<file path="src/rtl/gpio_ovr_pkg.sv">
package gpio_ovr_pkg;
   localparam int unsigned ADDR_W = 2;

   typedef enum logic [ADDR_W-1:0] {
      REG_LATCH = 2'd0,
      REG_PADV  = 2'd1,
      REG_DIR   = 2'd2,
      REG_RSVD  = 2'd3
   } reg_sel_e;
endpackage

</file>
<file path="src/rtl/gpio_ovr_sync.sv">
module gpio_ovr_sync #(
   parameter int unsigned WIDTH  = 8,
   parameter int unsigned STAGES = 2
) (
   input  logic             clk,
   input  logic             rst_n,
   input  logic [WIDTH-1:0] d_in,
   output logic [WIDTH-1:0] d_out
);
   if (STAGES < 2) begin : g_bad_stages
      $error("gpio_ovr_sync: STAGES must be at least 2");
   end

   logic [WIDTH-1:0] stage_q [STAGES];

   for (genvar s = 0; s < STAGES; s++) begin : g_stage
      if (s == 0) begin : g_first
         always_ff @(posedge clk or negedge rst_n) begin
            if (!rst_n) stage_q[s] <= '0;
            else        stage_q[s] <= d_in;
         end
      end else begin : g_next
         always_ff @(posedge clk or negedge rst_n) begin
            if (!rst_n) stage_q[s] <= '0;
            else        stage_q[s] <= stage_q[s-1];
         end
      end
   end

   assign d_out = stage_q[STAGES-1];
endmodule

</file>
<file path="src/rtl/gpio_ovr_regs.sv">
module gpio_ovr_regs
   import gpio_ovr_pkg::*;
#(
   parameter int unsigned WIDTH = 8
) (
   input  logic              clk,
   input  logic              rst_n,
   input  logic              bus_wr,
   input  logic [ADDR_W-1:0] bus_addr,
   input  logic [WIDTH-1:0]  bus_wdata,
   output logic [WIDTH-1:0]  latch_q,
   output logic [WIDTH-1:0]  dir_q
);
   logic wr_latch;
   logic wr_dir;

   always_comb begin
      wr_latch = 1'b0;
      wr_dir   = 1'b0;
      if (bus_wr) begin
         unique case (reg_sel_e'(bus_addr))
            REG_LATCH: wr_latch = 1'b1;
            REG_DIR:   wr_dir   = 1'b1;
            default:   ;
         endcase
      end
   end

   always_ff @(posedge clk or negedge rst_n) begin
      if (!rst_n) begin
         latch_q <= '0;
         dir_q   <= '0;
      end else begin
         if (wr_latch) latch_q <= bus_wdata;
         if (wr_dir)   dir_q   <= bus_wdata;
      end
   end
endmodule

</file>
<file path="src/rtl/gpio_ovr_pinctl.sv">
module gpio_ovr_pinctl #(
   parameter int unsigned WIDTH    = 8,
   parameter bit          HAS_SHDN = 1'b1,
   parameter int unsigned SHDN_PIN = WIDTH - 1
) (
   input  logic [WIDTH-1:0] dir_q,
   input  logic [WIDTH-1:0] latch_q,
   input  logic [WIDTH-1:0] pwm_en,
   input  logic [WIDTH-1:0] pwm_val,
   input  logic             shdn_en,
   output logic [WIDTH-1:0] drive,
   output logic [WIDTH-1:0] pad_out
);
   if (HAS_SHDN && SHDN_PIN >= WIDTH) begin : g_bad_pin
      $error("gpio_ovr_pinctl: SHDN_PIN outside the port");
   end

   for (genvar i = 0; i < WIDTH; i++) begin : g_pin
      logic wants_out;
      assign wants_out = pwm_en[i] | dir_q[i];
      assign pad_out[i] = pwm_en[i] ? pwm_val[i] : latch_q[i];

      if (HAS_SHDN && i == SHDN_PIN) begin : g_shdn
         assign drive[i] = wants_out & ~shdn_en;
      end else begin : g_plain
         assign drive[i] = wants_out;
      end
   end

   if (!HAS_SHDN) begin : g_no_shdn_use
      logic unused_shdn;
      assign unused_shdn = shdn_en;
   end
endmodule

</file>
<file path="src/rtl/gpio_ovr_rdmux.sv">
module gpio_ovr_rdmux
   import gpio_ovr_pkg::*;
#(
   parameter int unsigned WIDTH = 8
) (
   input  logic              clk,
   input  logic              rst_n,
   input  logic              bus_rd,
   input  logic [ADDR_W-1:0] bus_addr,
   input  logic [WIDTH-1:0]  latch_q,
   input  logic [WIDTH-1:0]  dir_q,
   input  logic [WIDTH-1:0]  drive,
   input  logic [WIDTH-1:0]  pad_sync,
   output logic [WIDTH-1:0]  bus_rdata
);
   logic [WIDTH-1:0] data_view;
   logic [WIDTH-1:0] sel_val;

   assign data_view = (latch_q & drive) | (pad_sync & ~drive);

   always_comb begin
      unique case (reg_sel_e'(bus_addr))
         REG_LATCH: sel_val = data_view;
         REG_PADV:  sel_val = pad_sync;
         REG_DIR:   sel_val = dir_q;
         default:   sel_val = '0;
      endcase
   end

   always_ff @(posedge clk or negedge rst_n) begin
      if (!rst_n)      bus_rdata <= '0;
      else if (bus_rd) bus_rdata <= sel_val;
      else             bus_rdata <= '0;
   end
endmodule

</file>
<file path="src/rtl/gpio_ovr_port.sv">
module gpio_ovr_port
   import gpio_ovr_pkg::*;
#(
   parameter int unsigned WIDTH       = 8,
   parameter int unsigned SYNC_STAGES = 2,
   parameter bit          HAS_SHDN    = 1'b1,
   parameter int unsigned SHDN_PIN    = WIDTH - 1
) (
   input  logic              clk,
   input  logic              rst_n,
   input  logic              bus_wr,
   input  logic              bus_rd,
   input  logic [ADDR_W-1:0] bus_addr,
   input  logic [WIDTH-1:0]  bus_wdata,
   output logic [WIDTH-1:0]  bus_rdata,
   input  logic [WIDTH-1:0]  pwm_en,
   input  logic [WIDTH-1:0]  pwm_val,
   input  logic              shdn_en,
   output logic [WIDTH-1:0]  pad_oe,
   output logic [WIDTH-1:0]  pad_out,
   input  logic [WIDTH-1:0]  pad_in
);
   if (WIDTH < 1 || WIDTH > 32) begin : g_bad_width
      $error("gpio_ovr_port: WIDTH must be 1..32");
   end

   logic [WIDTH-1:0] latch_q;
   logic [WIDTH-1:0] dir_q;
   logic [WIDTH-1:0] drive;
   logic [WIDTH-1:0] pad_sync;

   gpio_ovr_regs #(.WIDTH(WIDTH)) regs_i (
      .clk       (clk),
      .rst_n     (rst_n),
      .bus_wr    (bus_wr),
      .bus_addr  (bus_addr),
      .bus_wdata (bus_wdata),
      .latch_q   (latch_q),
      .dir_q     (dir_q)
   );

   gpio_ovr_sync #(.WIDTH(WIDTH), .STAGES(SYNC_STAGES)) sync_i (
      .clk   (clk),
      .rst_n (rst_n),
      .d_in  (pad_in),
      .d_out (pad_sync)
   );

   gpio_ovr_pinctl #(.WIDTH(WIDTH), .HAS_SHDN(HAS_SHDN), .SHDN_PIN(SHDN_PIN)) pin_i (
      .dir_q   (dir_q),
      .latch_q (latch_q),
      .pwm_en  (pwm_en),
      .pwm_val (pwm_val),
      .shdn_en (shdn_en),
      .drive   (drive),
      .pad_out (pad_out)
   );

   gpio_ovr_rdmux #(.WIDTH(WIDTH)) rd_i (
      .clk       (clk),
      .rst_n     (rst_n),
      .bus_rd    (bus_rd),
      .bus_addr  (bus_addr),
      .latch_q   (latch_q),
      .dir_q     (dir_q),
      .drive     (drive),
      .pad_sync  (pad_sync),
      .bus_rdata (bus_rdata)
   );

   assign pad_oe = drive;
endmodule

</file>
<file path="config.mk">
export PLATFORM = sky130hd
export DESIGN_NAME = gpio_ovr_port
export DESIGN_NICKNAME = d
export VERILOG_FILES = /design/src/rtl/gpio_ovr_pkg.sv /design/src/rtl/gpio_ovr_sync.sv /design/src/rtl/gpio_ovr_regs.sv /design/src/rtl/gpio_ovr_pinctl.sv /design/src/rtl/gpio_ovr_rdmux.sv /design/src/rtl/gpio_ovr_port.sv
export SDC_FILE = /design/constraint.sdc
export NUM_CORES = 1
export LEC_CHECK = 0
export CAP_MARGIN = 30
export CORE_MARGIN = 3
export CORE_UTILIZATION = 30
export DETAILED_ROUTE_END_ITERATION = 12
export PLACE_DENSITY = 0.61
export SYNTH_ARGS = -nofsm -noshare
export SYNTH_HDL_FRONTEND = slang
export SYNTH_SLANG_ARGS = --single-unit
</file>
<file path="constraint.sdc">
create_clock -name clk -period 0.95 [get_ports clk]
set_input_delay 0.095 -clock clk [delete_from_list [all_inputs] [get_ports clk]]
set_output_delay 0.095 -clock clk [all_outputs]
set_load 0.05 [all_outputs]
</file>
### Yosys cells after proc, flatten, opt, wreduce, memory -nomap -nowiden

Index checks and enable logic that the tools add are counted.

| operators by class | value |
|---|---|
| bitwise logic cells | 14 |
| eq/ne operators | 2 |
| muxes and demuxes | 14 |
| reduce and logical (&&, ||, !) cells | 1 |

Operators with widths:

| kind | count |
|---|---|
| $pmux W8 S3 | 1 |
| $and A8 B8 Y8 | 2 |
| $mux W1 | 12 |
| $mux W8 | 1 |
| $not A8 Y8 | 1 |
| $or A1 B1 Y1 | 8 |
| $or A8 B8 Y8 | 1 |
| $eq A2 B1 Y1 const B | 1 |
| $eq A2 B2 Y1 const B | 1 |
| $logic_not A2 Y1 | 1 |
| $and A1 B1 Y1 | 1 |
| $not A1 Y1 | 1 |

| word-level totals | value |
|---|---|
| register bits | 40 |
| logic and storage cells | 36 |
| input bits | 39 |

### Logic depth before layout (Yosys ltp)

| depth | value |
|---|---|
| depth after elaboration | 7 |
| gate-level depth with buffers | 5 |
| mapped depth without buffers | 3 |

### By module

Synthesis repeated with hierarchy kept, for this count alone.

| second synthesis, totals | value |
|---|---|
| cells, all modules | 128 |
| area, all modules | 1769.2 sq um |

Modules (own cells, without submodules):

| module | cells each | area an instance (sq um) | instances |
|---|---|---|---|
| gpio_ovr_regs | 34 | 610.6 | 1 |
| gpio_ovr_rdmux | 47 | 471.7 | 1 |
| gpio_ovr_sync | 24 | 460.4 | 1 |
| gpio_ovr_pinctl | 23 | 226.5 | 1 |

### Worst setup path after synthesis

OpenSTA, ideal clock, no wires.

| path | value |
|---|---|
| path type | register to register |
| from | reg regs_i.dir_q[7] |
| to | reg rd_i.bus_rdata[7] |
| cell stages (with the launch flop) | 4 |
| path buffers | 0 |
| library setup time | 82 ps |
| arrival | 983 ps |
| setup slack | -115 ps |
| clock period less this slack | 1065 ps |
| path through | dfrtp_1 o21ba_2 nand2b_1 a31oi_1 |

| between the ends | value |
|---|---|
| word-level cells in the longest chain between the ends | 7 |
| elaborated cells between the ends (all ways) | 8 |
| classes of those cells | mux (2); bitwise (6) |

RTL lines:

| what | line | text |
|---|---|---|
| start, declared | gpio_ovr_regs.sv:12 | `output logic [WIDTH-1:0] dir_q` |
| start signal, assigned | gpio_ovr_regs.sv:35 | `if (wr_dir) dir_q <= bus_wdata;` |
| $or A1 B1 Y1 * | gpio_ovr_pinctl.sv:20 | `assign wants_out = pwm_en[i] \| dir_q[i];` |
| $and A1 B1 Y1 * | gpio_ovr_pinctl.sv:24 | `assign drive[i] = wants_out & ~shdn_en;` |
| net pad_oe[7] | gpio_ovr_port.sv:19 | `output logic [WIDTH-1:0] pad_oe,` |
| $not A8 Y8 | gpio_ovr_rdmux.sv:19 | `assign data_view = (latch_q & drive) \| (pad_sync & ~drive);` |
| $and A8 B8 Y8 | gpio_ovr_rdmux.sv:19 |  |
| $or A8 B8 Y8 * | gpio_ovr_rdmux.sv:19 |  |
| $pmux W8 S3 * | gpio_ovr_rdmux.sv:22 | `unique case (reg_sel_e'(bus_addr))` |
| $mux W8 * | gpio_ovr_rdmux.sv:32 | `else if (bus_rd) bus_rdata <= sel_val;` |
| end signal, assigned | gpio_ovr_rdmux.sv:32 |  |
| end, declared | gpio_ovr_rdmux.sv:14 | `output logic [WIDTH-1:0] bus_rdata` |

The timed path passes the listed nets; every way through them passes the cells marked *.
A chain may end at the register's enable or synchronous reset.

### Final worst setup path

| path | value |
|---|---|
| from | in pwm_en[5] |
| to | out pad_out[5] |

| between the ends | value |
|---|---|
| word-level cells in the longest chain between the ends | 1 |

RTL lines:

| what | line | text |
|---|---|---|
| start, declared | gpio_ovr_port.sv:16 | `input logic [WIDTH-1:0] pwm_en,` |
| $mux W1 | gpio_ovr_pinctl.sv:21 | `assign pad_out[i] = pwm_en[i] ? pwm_val[i] : latch_q[i];` |
| end, declared | gpio_ovr_port.sv:20 | `output logic [WIDTH-1:0] pad_out,` |

Every way passes these cells.

==> metrics list <==
* Number of buffers created by CTS: 5
- The total area inside the core boundary comes to ~5300 µm².
* Main synth FF type: sky130_fd_sc_hd__dfrtp_1
- The die covers 6670 µm².
* Post-synth EDFFs: 0
- Global routing finished with a remaining overflow of 0.
- Counting flops and latches in the post-synthesis netlist gives 40.
- The final number of hold-violating endpoints was 0.
* Post-route minimum period: about 1300 ps
* Effective utilization at floorplan: 0.322
- Cells along the critical path: clkdlybuf4s50_1 -> mux2_2 -> buf_6
- Averaged over all synthesized cells, the footprint is 13.5 µm².
- For this run, the detailed router's first-pass iteration total came to 4.
- Of the cells placed in the final design, the portion with a size suffix greater than 1 is 0.554.
* Multi-input gate area in the final layout: between 700 and 800 µm²
* Rows: 26
- Dividing the detail-routed via count by the number of cells gives 4.60.
* Storage element area: between 1000 and 1500 µm²
- Crit path from: pwm_en[5]
- Complex-gate fraction of the synthesized area: 0.0808
* Status: complete, but fails checks
- Crit path setup slack, layout: -304 ps
- For this run, the top clock speed supported by timing is roughly 800 MHz.
- Yosys attributes the largest share of cell area to sky130_fd_sc_hd__dfrtp_1, sky130_fd_sc_hd__mux2_2, sky130_fd_sc_hd__mux2_4.
- Across all hold checks on the routed design, the worst slack comes to between 200 and 250 ps.
- By count the netlist is led by sky130_fd_sc_hd__dfrtp_1, sky130_fd_sc_hd__mux2_2, sky130_fd_sc_hd__nor2_1.
- Arithmetic-cell share of the synthesized area counting full adders, half adders and majority gates: 0
* Power per Cell Area: roughly 1700 nW/µm²
- Antenna-violating nets left: 0
- During placement, the flow inserted port buffers numbering a little over 60.
- The largest total area in the synthesized netlist belongs to sky130_fd_sc_hd__dfrtp_1.
* Slew Viols, Final: 0
- The worst setup path is launched from an input port.
* Worst Path Class, Setup: input port to output port
* Power, Total: about 5.2 mW
- Post-detailed-route wirelength per cell: around 16 µm
- Root cell of the clock tree: sky130_fd_sc_hd__clkbuf_8
- # H-tree levels: 2
- Clock slew at the register clock pins of the worst setup and hold paths: 70 ps
* Share of synthesized area spent on multiplexers: 0.198
- The worst pin sits at a relative slew slack of 0.773.
* Clk_lat worst skew: 300 ps
- DRC Markers: 0
- GRT Resource Usage Total: 0.152
- Antenna violations before repair: 0
- Slowest cell delay on critical path: 540 ps
- CTS tree: yes
- Max-cap viol count: 0
* Cell area reported after detailed placement: approximately 2600 µm²
* Routed wire length: ~4.7 mm
* Diodes inserted: 0
* Least-Margin Pin Slew: approximately 340 ps
- For the worst flop-to-flop path, the logic depth is 4.
- Most common cell in the synthesized netlist: sky130_fd_sc_hd__dfrtp_1
- Post-detailed-placement half-perimeter wirelength: 3.35 mm
* Count of warnings emitted by yosys: 0
- Of the total synthesized cell area, the portion taken by XOR and XNOR cells is 0.
- Number of sinks driven by the clock tree: 40
- Of all flip-flops after synthesis, the portion carrying an async set or reset was 1.00.
* Number of fill cells in the layout: around 460
* Final setup violation count: 29
- In the synthesized netlist, the number of instances is 127.
- Of the post-synthesis cell area, the dominant cell type holds 0.583.
- Leakage: between 1 and 1.5 nW
- Of the total synthesized cell area, the portion taken by AND, OR, NAND and NOR gates is 0.0634.
- STA classifies the critical path endpoint as an output port.
- Timing analysis after detailed placement gives a worst setup slack of -546 ps.
- Worst path required time: 850 ps
* Vias in the first global route: between 1500 and 2000
- Across all register-to-register paths, the minimum setup slack is -100 ps.
* Setup total negative slack: -4090 ps
- The slowest stage of the critical path is the sky130_fd_sc_hd__clkdlybuf4s50_1 cell.
- Data on the critical path arrives at its endpoint at approximately 1200 ps.
* Distinct cells, synth: 24
* Die Width: 81.7 µm
* Clk buf depth: 2
- VDD sags by at most just over 1 mV.
* Synthesized netlist net count: 166
* Syn-to-layout area delta: 75.7%
* Largest family of logic cells by synthesized area: multiplexers
- Setup repair after global routing missed its margin: yes
- Maximum fanout along the worst path: 2
* Reg2reg end: rd_i.bus_rdata[7]$_DFF_PN0_
- The first global-routing pass estimated between 7 and 8 mm of wire.
- Number of I/O pins: 63
- Hold Crit Class: input port to async pin
* Starting DRC count in detailed routing: 49
* Worst clock skew: 4.76 ps
- For this run, the register share of the synthesized area comes to 0.583.
- In the final design database the tool counted between 200 and 300 nets.
- Die Span Y: approximately 80 µm
* Final critical-path share of the clock period: 1.32
- Entering global routing, the biggest net connects 31 pins.
* Violated checks: negative setup slack
- Final weighted congestion in routability-driven placement: around 0.76
* Cell Area, Synth: around 1700 µm²
* DR vias: about 1300
- The worst register-to-register path begins at regs_i.dir_q[7]$_DFFE_PN0P_.
- The finished cells cover just over 3000 µm².
## layout by cell type (no fill, tap or decap), drive strengths merged
master         instances
a21oi                  1
a31oi                  1
and2b                  2
and3                   1
buf                   60
clkbuf                 8
clkdlybuf4s50         31
clkinvlp               1
dfrtp                 40
dlygate4sd2            4
dlygate4sd3            1
dlymetal6s2s           1
inv                    9
mux2                  24
mux2i                  4
nand2                  2
nand2b                 1
nand3                  1
nor2                  12
nor2b                  1
o211ai                 7
o21ai                  2
o21ba                  1
o31ai                  5
o41ai                  2
## worst max-delay path: cells and delay by family
kind | cells | cell delay [ps]
buffers and inverters | 2 | 690
muxes | 1 | 360
## final cells by class
| type | instances | share of cell area |
|---|---|---|
| Clock inverter | 1 | 0.00249 |
| Sequential cell | 40 | 0.332 |
| Multi-Input combinational cell | 67 | 0.232 |
| Timing Repair Buffer | 98 | 0.362 |
| Inverter | 9 | 0.0137 |
| Tap cell | 70 | 0.0290 |
| Clock buffer | 7 | 0.0286 |
## logic make-up after synthesis
kind of cell    Yosys count
compound gates           19
buf+inv                  20
flops                    40
mux                      28
simple gates             20
## metal layers
layer  GRT usage  routed length (µm)  vias to the layer above
met2       0.284                2530                       50
met4      0.0698                  87                        0
met5           0                   0                        -
li1            -                   -                      621
met1       0.155                1840                      663
met3      0.0417                 276                        8
## where the power goes
part           switching [mW]  total, mW  leakage, nW  internal, mW
clock network           0.587       1.18       0.0445         0.590
logic                   0.930       1.99        0.839          1.06
registers               0.141       2.04        0.482          1.90
## worst max-delay path by stage
stage	to	slack, ps	cells after the start
6_report	pad_out[5]	-300	3
3_3_place_gp	regs_i.latch_q[7]$_DFFE_PN0P_	-510	4
4_1_cts	pad_out[0]	-300	2
2_1_floorplan	rd_i.bus_rdata[7]$_DFF_PN0_	-40	3
5_1_grt	pad_out[0]	-320	2
3_5_place_dp	regs_i.latch_q[6]$_DFFE_PN0P_	-550	4
## per-stage QoR
stage / util / cells
after floorplan: - / 127
after global placement: 0.491 / 264
after detailed placement: 0.491 / 264
after CTS: 0.544 / 287
after global routing: 0.566 / 292
final: 0.566 / 292
## state kept, by name (all words and copies together) (netlist names)
signal,cells
rd_i.bus_rdata,8
regs_i.dir_q,8
regs_i.latch_q,8
sync_i.d_out,8
sync_i.stage_q,8
## repair_timing
action | 4_1_cts | 5_1_grt
pin swaps | 10 | 12
endpoints found under the setup margin | 48 | 37
hold buffers | 1 | 0
setup buffers | 15 | 8
hold endpoints to repair | 40 | 0
resized for setup | 34 | 21
(Power assumes the default switching activity.)
